File: src/rtl/trc_evt_pkg.sv
package trc_evt_pkg;
   typedef enum logic [1:0] {
      TS_IDLE    = 2'b00,
      TS_TRACING = 2'b01,
      TS_STOPPED = 2'b10
   } trc_state_e;

   localparam logic [1:0] TRG_BOTH_CTL  = 2'b00;
   localparam logic [1:0] TRG_LOCAL_CTL = 2'b01;

   localparam logic [1:0] MRK_INS_BOTH  = 2'b00;
   localparam logic [1:0] MRK_INS_LOCAL = 2'b01;
   localparam logic [1:0] MRK_INS_GLB   = 2'b10;

   typedef struct packed {
      logic fwd;
      logic ins;
   } route_t;
endpackage

File: src/rtl/trc_edge_qual.sv
module trc_edge_qual #(
   parameter int W = 6
) (
   input  logic         clk,
   input  logic         rst_n,
   input  logic [W-1:0] lvl_i,
   output logic [W-1:0] rise_o
);
   logic [W-1:0] lvl_q;

   for (genvar g = 0; g < W; g++) begin : g_bit
      always_ff @(posedge clk) begin
         if (!rst_n) lvl_q[g] <= 1'b0;
         else        lvl_q[g] <= lvl_i[g];
      end
      assign rise_o[g] = lvl_i[g] & ~lvl_q[g];
   end
endmodule

File: src/rtl/trc_trig_policy.sv
module trc_trig_policy
   import trc_evt_pkg::*;
(
   input  logic [1:0] ctl_i,
   input  logic       ls_i,
   input  logic       lp_i,
   input  logic       gs_i,
   input  logic       gp_i,
   output route_t     loc_route_o,
   output logic       go_o,
   output logic       halt_o
);
   logic any_loc;
   assign any_loc = ls_i | lp_i;

   always_comb begin
      loc_route_o.fwd = ctl_i[1] & any_loc;
      loc_route_o.ins = ~ctl_i[1] & any_loc;
      unique case (ctl_i)
         TRG_BOTH_CTL: begin
            go_o   = ls_i | gs_i;
            halt_o = lp_i | gp_i;
         end
         TRG_LOCAL_CTL: begin
            go_o   = ls_i;
            halt_o = lp_i;
         end
         default: begin
            go_o   = gs_i;
            halt_o = gp_i;
         end
      endcase
   end
endmodule

File: src/rtl/trc_mark_policy.sv
module trc_mark_policy
   import trc_evt_pkg::*;
(
   input  logic [1:0] ctl_i,
   input  logic       lm_i,
   input  logic       gm_i,
   output route_t     route_o
);
   always_comb begin
      route_o.fwd = ctl_i[1] & lm_i;
      unique case (ctl_i)
         MRK_INS_BOTH:  route_o.ins = lm_i | gm_i;
         MRK_INS_LOCAL: route_o.ins = lm_i;
         MRK_INS_GLB:   route_o.ins = gm_i;
         default:       route_o.ins = 1'b0;
      endcase
   end
endmodule

File: src/rtl/trc_stop_gather.sv
module trc_stop_gather #(
   parameter int N_CHIP = 2,
   parameter int N_CORE = 2
) (
   input  logic              clk,
   input  logic              rst_n,
   input  logic [N_CHIP-1:0] chip_i,
   input  logic [N_CORE-1:0] core_i,
   input  logic              run_i,
   input  logic              aux_i,
   input  logic              xstop_i,
   input  logic [N_CHIP-1:0] en_chip_i,
   input  logic [N_CORE-1:0] en_core_i,
   input  logic              en_run_fall_i,
   input  logic              en_aux_i,
   input  logic              xstop_dis_i,
   output logic              stop_o
);
   localparam int N_SRC = N_CHIP + N_CORE + 3;

   logic             run_q;
   logic             run_fall;
   logic [N_SRC-1:0] hit;

   always_ff @(posedge clk) begin
      if (!rst_n) run_q <= 1'b0;
      else        run_q <= run_i;
   end
   assign run_fall = run_q & ~run_i;

   for (genvar c = 0; c < N_CHIP; c++) begin : g_chip
      assign hit[c] = chip_i[c] & en_chip_i[c];
   end
   for (genvar k = 0; k < N_CORE; k++) begin : g_core
      assign hit[N_CHIP+k] = core_i[k] & en_core_i[k];
   end
   assign hit[N_SRC-3] = run_fall & en_run_fall_i;
   assign hit[N_SRC-2] = aux_i & en_aux_i;
   assign hit[N_SRC-1] = xstop_i & ~xstop_dis_i;

   assign stop_o = |hit;
endmodule

File: src/rtl/trc_evt_router.sv
module trc_evt_router
   import trc_evt_pkg::*;
#(
   parameter int N_CHIP_DBG = 2,
   parameter int N_CORE_DBG = 2
) (
   input  logic                  clk,
   input  logic                  rst_n,
   input  logic [1:0]            trg_ctl_i,
   input  logic [1:0]            mrk_ctl_i,
   input  logic                  loc_start_i,
   input  logic                  loc_stop_i,
   input  logic                  glb_start_i,
   input  logic                  glb_stop_i,
   input  logic                  loc_mark_i,
   input  logic                  glb_mark_i,
   input  logic [N_CHIP_DBG-1:0] chip_dbg_i,
   input  logic [N_CORE_DBG-1:0] core_dbg_i,
   input  logic                  run_i,
   input  logic                  aux_stop_i,
   input  logic                  xstop_i,
   input  logic [N_CHIP_DBG-1:0] en_chip_dbg_i,
   input  logic [N_CORE_DBG-1:0] en_core_dbg_i,
   input  logic                  en_run_fall_i,
   input  logic                  en_aux_i,
   input  logic                  xstop_dis_i,
   output logic                  fwd_trig_o,
   output logic                  fwd_mark_o,
   output logic                  ins_trig_o,
   output logic                  ins_mark_o,
   output logic [1:0]            trc_state_o
);
   localparam int N_EV = 6;

   if (N_CHIP_DBG < 1 || N_CORE_DBG < 1) begin : g_bad_cfg
      $error("trc_evt_router: debug source counts must be at least 1");
   end

   logic [N_EV-1:0] ev_lvl, ev;
   route_t          trg_rt, mrk_rt;
   logic            go, halt, src_stop;
   trc_state_e      st_q, st_d;
   logic            tracing;

   assign ev_lvl = {glb_mark_i, loc_mark_i, glb_stop_i, glb_start_i,
                    loc_stop_i, loc_start_i};

   trc_edge_qual #(.W(N_EV)) u_edge (
      .clk   (clk),
      .rst_n (rst_n),
      .lvl_i (ev_lvl),
      .rise_o(ev)
   );

   trc_trig_policy u_trig (
      .ctl_i      (trg_ctl_i),
      .ls_i       (ev[0]),
      .lp_i       (ev[1]),
      .gs_i       (ev[2]),
      .gp_i       (ev[3]),
      .loc_route_o(trg_rt),
      .go_o       (go),
      .halt_o     (halt)
   );

   trc_mark_policy u_mark (
      .ctl_i  (mrk_ctl_i),
      .lm_i   (ev[4]),
      .gm_i   (ev[5]),
      .route_o(mrk_rt)
   );

   trc_stop_gather #(.N_CHIP(N_CHIP_DBG), .N_CORE(N_CORE_DBG)) u_stop (
      .clk          (clk),
      .rst_n        (rst_n),
      .chip_i       (chip_dbg_i),
      .core_i       (core_dbg_i),
      .run_i        (run_i),
      .aux_i        (aux_stop_i),
      .xstop_i      (xstop_i),
      .en_chip_i    (en_chip_dbg_i),
      .en_core_i    (en_core_dbg_i),
      .en_run_fall_i(en_run_fall_i),
      .en_aux_i     (en_aux_i),
      .xstop_dis_i  (xstop_dis_i),
      .stop_o       (src_stop)
   );

   assign tracing = (st_q == TS_TRACING);

   always_comb begin
      st_d = st_q;
      unique case (st_q)
         TS_IDLE:    if (go) st_d = TS_TRACING;
         TS_TRACING: if (halt || src_stop) st_d = TS_STOPPED;
         default:    st_d = TS_STOPPED;
      endcase
   end

   always_ff @(posedge clk) begin
      if (!rst_n) begin
         st_q       <= TS_IDLE;
         fwd_trig_o <= 1'b0;
         fwd_mark_o <= 1'b0;
         ins_trig_o <= 1'b0;
         ins_mark_o <= 1'b0;
      end else begin
         st_q       <= st_d;
         fwd_trig_o <= trg_rt.fwd;
         fwd_mark_o <= mrk_rt.fwd;
         ins_trig_o <= trg_rt.ins & tracing;
         ins_mark_o <= mrk_rt.ins & tracing;
      end
   end

   assign trc_state_o = st_q;
endmodule

File: config.mk
export PLATFORM = sky130hd
export DESIGN_NAME = trc_evt_router
export DESIGN_NICKNAME = d
export VERILOG_FILES = /design/src/rtl/trc_evt_pkg.sv /design/src/rtl/trc_edge_qual.sv /design/src/rtl/trc_trig_policy.sv /design/src/rtl/trc_mark_policy.sv /design/src/rtl/trc_stop_gather.sv /design/src/rtl/trc_evt_router.sv
export SDC_FILE = /design/constraint.sdc
export NUM_CORES = 1
export LEC_CHECK = 0
export BUFFER_PORTS_ARGS = -buffer_cell sky130_fd_sc_hd__buf_2
export CORE_AREA = 5 5 42 44
export DETAILED_ROUTE_END_ITERATION = 8
export DIE_AREA = 0 0 47 49
export GPL_ROUTABILITY_DRIVEN = 0
export HOLD_SLACK_MARGIN = 0.1
export PLACE_DENSITY_LB_ADDON = 0.05
export SLEW_MARGIN = 20
export SYNTH_ARGS = -nofsm -noshare
export SYNTH_HDL_FRONTEND = slang
export SYNTH_HIERARCHICAL = 1
export SYNTH_SLANG_ARGS = --single-unit
export TNS_END_PERCENT = 100
File: constraint.sdc
create_clock -name clk -period 3.7 [get_ports clk]
set_clock_uncertainty 0.1 [all_clocks]
set_input_delay 0.185 -clock clk [delete_from_list [all_inputs] [get_ports clk]]
set_output_delay 0.185 -clock clk [all_outputs]
set_load 0.02 [all_outputs]
==> flow_results.org <==
** Clock network
- Insertion delay of the later-clocked pin in the worst-skew pair :: around 270 ps
- TritonCTS clock tree :: built
- Count of cells resized by post-cts repair :: 0
- Total CTS buffers :: 3
- Clock tree synthesis selected as its root buffer the cell sky130_fd_sc_hd__clkbuf_4.
- H-Tree Depth :: 1
- After clock tree synthesis, the clock-pin slew on the worst setup and hold paths is ~70 ps.
- The longest clock path from root to sink contains 2 buffers.
- Clock sink total :: 13

** Critical path
- The signal on the critical path passes through dlygate4sd3_1, buf_2, and3b_1, a221oi_2, nand3_1, o21a_1, o21a_1.
- CP peak stage delay :: 520 ps
- STA puts the critical path data required time at between 3000 and 4000 ps.
- The critical path is of the in2reg type.
- Worst path most repeated cell :: sky130_fd_sc_hd__o21a_1
- Cell with the largest stage delay on the worst path :: sky130_fd_sc_hd__dlygate4sd3_1
- For the worst setup path, the data arrival time is 1630 ps.
- STA classifies the critical path startpoint as a primary input.
- STA classifies the critical path endpoint as a flop.
- Of all nets on the critical path, the largest fanout is 2.

** Global routing
- Initial antenna violation count :: 0
- The via count of the first global-routing pass was 463.
- Tot GR Track Use :: between 10% and 20%
- Global routing finished with a remaining overflow of 0.
- The first global-routing pass estimated 1718 µm of wire.
- Pin count of the biggest net entering global routing :: 12

** Timing
- Accumulated negative setup slack :: 0 ps
- Final count of hold timing violations :: 0
- The final critical path takes up 42.28% of the cycle.
- Timing would allow up to 639.2 MHz.
- Actual slew at the worst max-slew pin :: around 180 ps
- The worst pin sits at a relative slew slack of 87.74%.
- Worst setup margin :: about 2100 ps
- Final Max Slew Viols :: 0
- Setup violations remaining at the end of the flow were counted as 0.
- Unrepaired setup endpoints after global routing :: false
- The worst path needs 1564 ps of the cycle, external delays included.

** Drt
- Wire per inst :: 10.16 µm
- Highest layer used for signal routing :: met4
- Sum of routed wire length over all layers :: 1128 µm
- ANT nets after route :: 0
- Via total after detailed routing :: between 400 and 500
- For this block, wires on met1 add up to 428 µm.
- Router iterations before antenna repair :: 4
- Wire segments on met3 add up to 179 µm in the final route.
- The routed design uses 508 µm of met2 wire.
- After the first detailed-routing iteration, the DRC count stood at 1.
- Number of vias per cell after detailed routing :: 4.450
- After detailed routing, the number of remaining DRC violations is 0.

** Synth
- Synthesized net count :: 79
- Warnings, synthesis :: 6
- Number of storage elements in the synthesis netlist :: 13
- Avg Synthesized Cell Area :: 10.27 µm²
- Synth Cell Area :: ~540 µm²
- Area leader, netlist :: sky130_fd_sc_hd__dfxtp_1
- Cell types occupying the most area after synthesis :: sky130_fd_sc_hd__dfxtp_1, sky130_fd_sc_hd__and2_1, sky130_fd_sc_hd__nor2b_1
- Yosys mapped the design onto 17 distinct sky130hd cell types.
- Post-synth top area share :: 47.82%
- Sequential share of the synthesized area :: 47.82%
- In the synthesized netlist, the number of instances is 53.

** Run
- Maxcap violations :: 0

** Floorplan
- Number of standard-cell rows in the floorplan :: 14
- Die width :: 47 µm
- Ports :: 32
- Total core area :: 1401 µm²
- Effective utilization at floorplan :: 38.84%
- Die H :: 49 µm
- The die covers 2303 µm².

** Worst hold path
- The path class of the tightest hold or removal check is in2reg.

** Power and ir drop
- Leakage power summed over all cells :: 0.0004177 µW
- Dividing total power by cell area gives a power density of approximately 350 nW/µm².
- IR analysis of the VDD net gives a maximum drop of 0.1816 mV.

** Placed design
- Buffers added on ports :: 31
- Worst slack at placement :: roughly 2400 ps

** Final layout
- Final Net Count :: approximately 120
- Area growth from synthesis to final layout :: 49.88%
- 0 antenna diodes ended up in the layout.
- Of the cells placed in the final design, the portion with a size suffix greater than 1 is 43.16%.

** Status
- Status :: finished clean
[cell usage after synthesis]
cell type and instances:
sky130_fd_sc_hd__nor2_1 3, sky130_fd_sc_hd__nand2b_4 1, sky130_fd_sc_hd__nor3b_2 1, sky130_fd_sc_hd__a22oi_1 2, sky130_fd_sc_hd__and2_1 8, sky130_fd_sc_hd__dfxtp_1 13
sky130_fd_sc_hd__nor2b_1 7, sky130_fd_sc_hd__inv_1 4, sky130_fd_sc_hd__nor2b_4 1, sky130_fd_sc_hd__a22o_1 2, sky130_fd_sc_hd__a221oi_2 1, sky130_fd_sc_hd__and3b_1 1
sky130_fd_sc_hd__and3_1 2, sky130_fd_sc_hd__and2_2 2, sky130_fd_sc_hd__o22ai_2 1, sky130_fd_sc_hd__nand3_1 1, sky130_fd_sc_hd__o21a_1 3
[worst paths after layout]
check                               startpoint              to  slack, ps  cells past startpoint
worst max-delay path                     run_i  trc_state_o[1]       2140                      7
worst min-delay path                     rst_n  trc_state_o[1]        130                      2
worst max register to register    u_stop/run_q  trc_state_o[1]       2400                      5
worst min register to register  trc_state_o[0]      ins_trig_o        430                      1
[sequential cells by signal (all words and copies together), names as in the netlist]
register      cells
trc_state_o       2
u_edge/lvl_q      6
ins_mark_o        1
fwd_trig_o        1
u_stop/run_q      1
ins_trig_o        1
fwd_mark_o        1
[layout by cell type, fill, tap and decap left out, types with 2 or more instances in the layout]
| cell type | synthesis | final |
|---|---|---|
| sky130_fd_sc_hd__clkbuf_4 | 0 | 3 |
| sky130_fd_sc_hd__and2_2 | 2 | 2 |
| sky130_fd_sc_hd__and3_1 | 2 | 2 |
| sky130_fd_sc_hd__inv_1 | 4 | 4 |
| sky130_fd_sc_hd__dfxtp_1 | 13 | 13 |
| sky130_fd_sc_hd__a22o_1 | 2 | 2 |
| sky130_fd_sc_hd__nor2b_1 | 7 | 7 |
| sky130_fd_sc_hd__o21a_1 | 3 | 3 |
| sky130_fd_sc_hd__buf_2 | 0 | 31 |
| sky130_fd_sc_hd__a22oi_1 | 2 | 2 |
| sky130_fd_sc_hd__dlygate4sd3_1 | 0 | 7 |
| sky130_fd_sc_hd__nor2_1 | 3 | 3 |
| sky130_fd_sc_hd__and2_1 | 8 | 8 |
[layer usage]
layer	vias up	track usage, %
met5	-	0
li1	260	-
met3	2	4.059
met1	208	10.18
met2	24	17.65
met4	0	8.295
[timing repair]
item	4_1_cts	5_1_grt
endpoints found under the setup margin	0	0
hold buffers	7	0
buffers inserted	0	0
endpoints found under the hold margin	7	0
[area by class of cell]
class | count | area, µm²
Sequential cell | 13 | 260.3
Multi-Input combinational cell | 36 | 269.0
Inverter | 4 | 15.01
Clock buffer | 4 | 26.28
Fill cell | 148 | 585.6
Tap cell | 16 | 20.02
Timing Repair Buffer | 38 | 225.2
[per-stage QoR]
step           hold slack, ps  util, %  total power, µW  std cells  cell area (µm²)
2_1_floorplan           202.5        -            179.8         53            544.3
3_3_place_gp            298.4    51.34            201.1        100            719.4
3_5_place_dp            303.0    51.34            201.9        100            719.4
4_1_cts                 124.8    58.21            294.5        111            815.8
5_1_grt                 120.5    58.21            311.5        111            815.8
6_report                125.8    58.21            288.6        111            815.8
[worst max-delay path, delay by kind of cell]
kind                   cells  cell delay, ps
buffers and inverters      2             620
AOI/OAI and AO/OA          3             520
and+or+nand+nor            2             310
[cell families (layout without fill, tap and decap cells)]
group | Yosys count | count (layout) | share of synthesized area [%]
buffers and inverters | 4 | 46 | 2.758
AND/OR/NAND/NOR | 27 | 27 | 34.25
flip-flops | 13 | 13 | 47.82
AO/OA/AOI/OAI | 9 | 9 | 15.17
[report_power, final]
part / internal [µW] / leakage, µW / switching [µW]
clock: 41.7 / 0.0000150 / 43.5
sequential: 147 / 0.000107 / 3.43
combinational: 31.3 / 0.000295 / 21.4
Note: power is estimated with default switching activity, not from simulation.
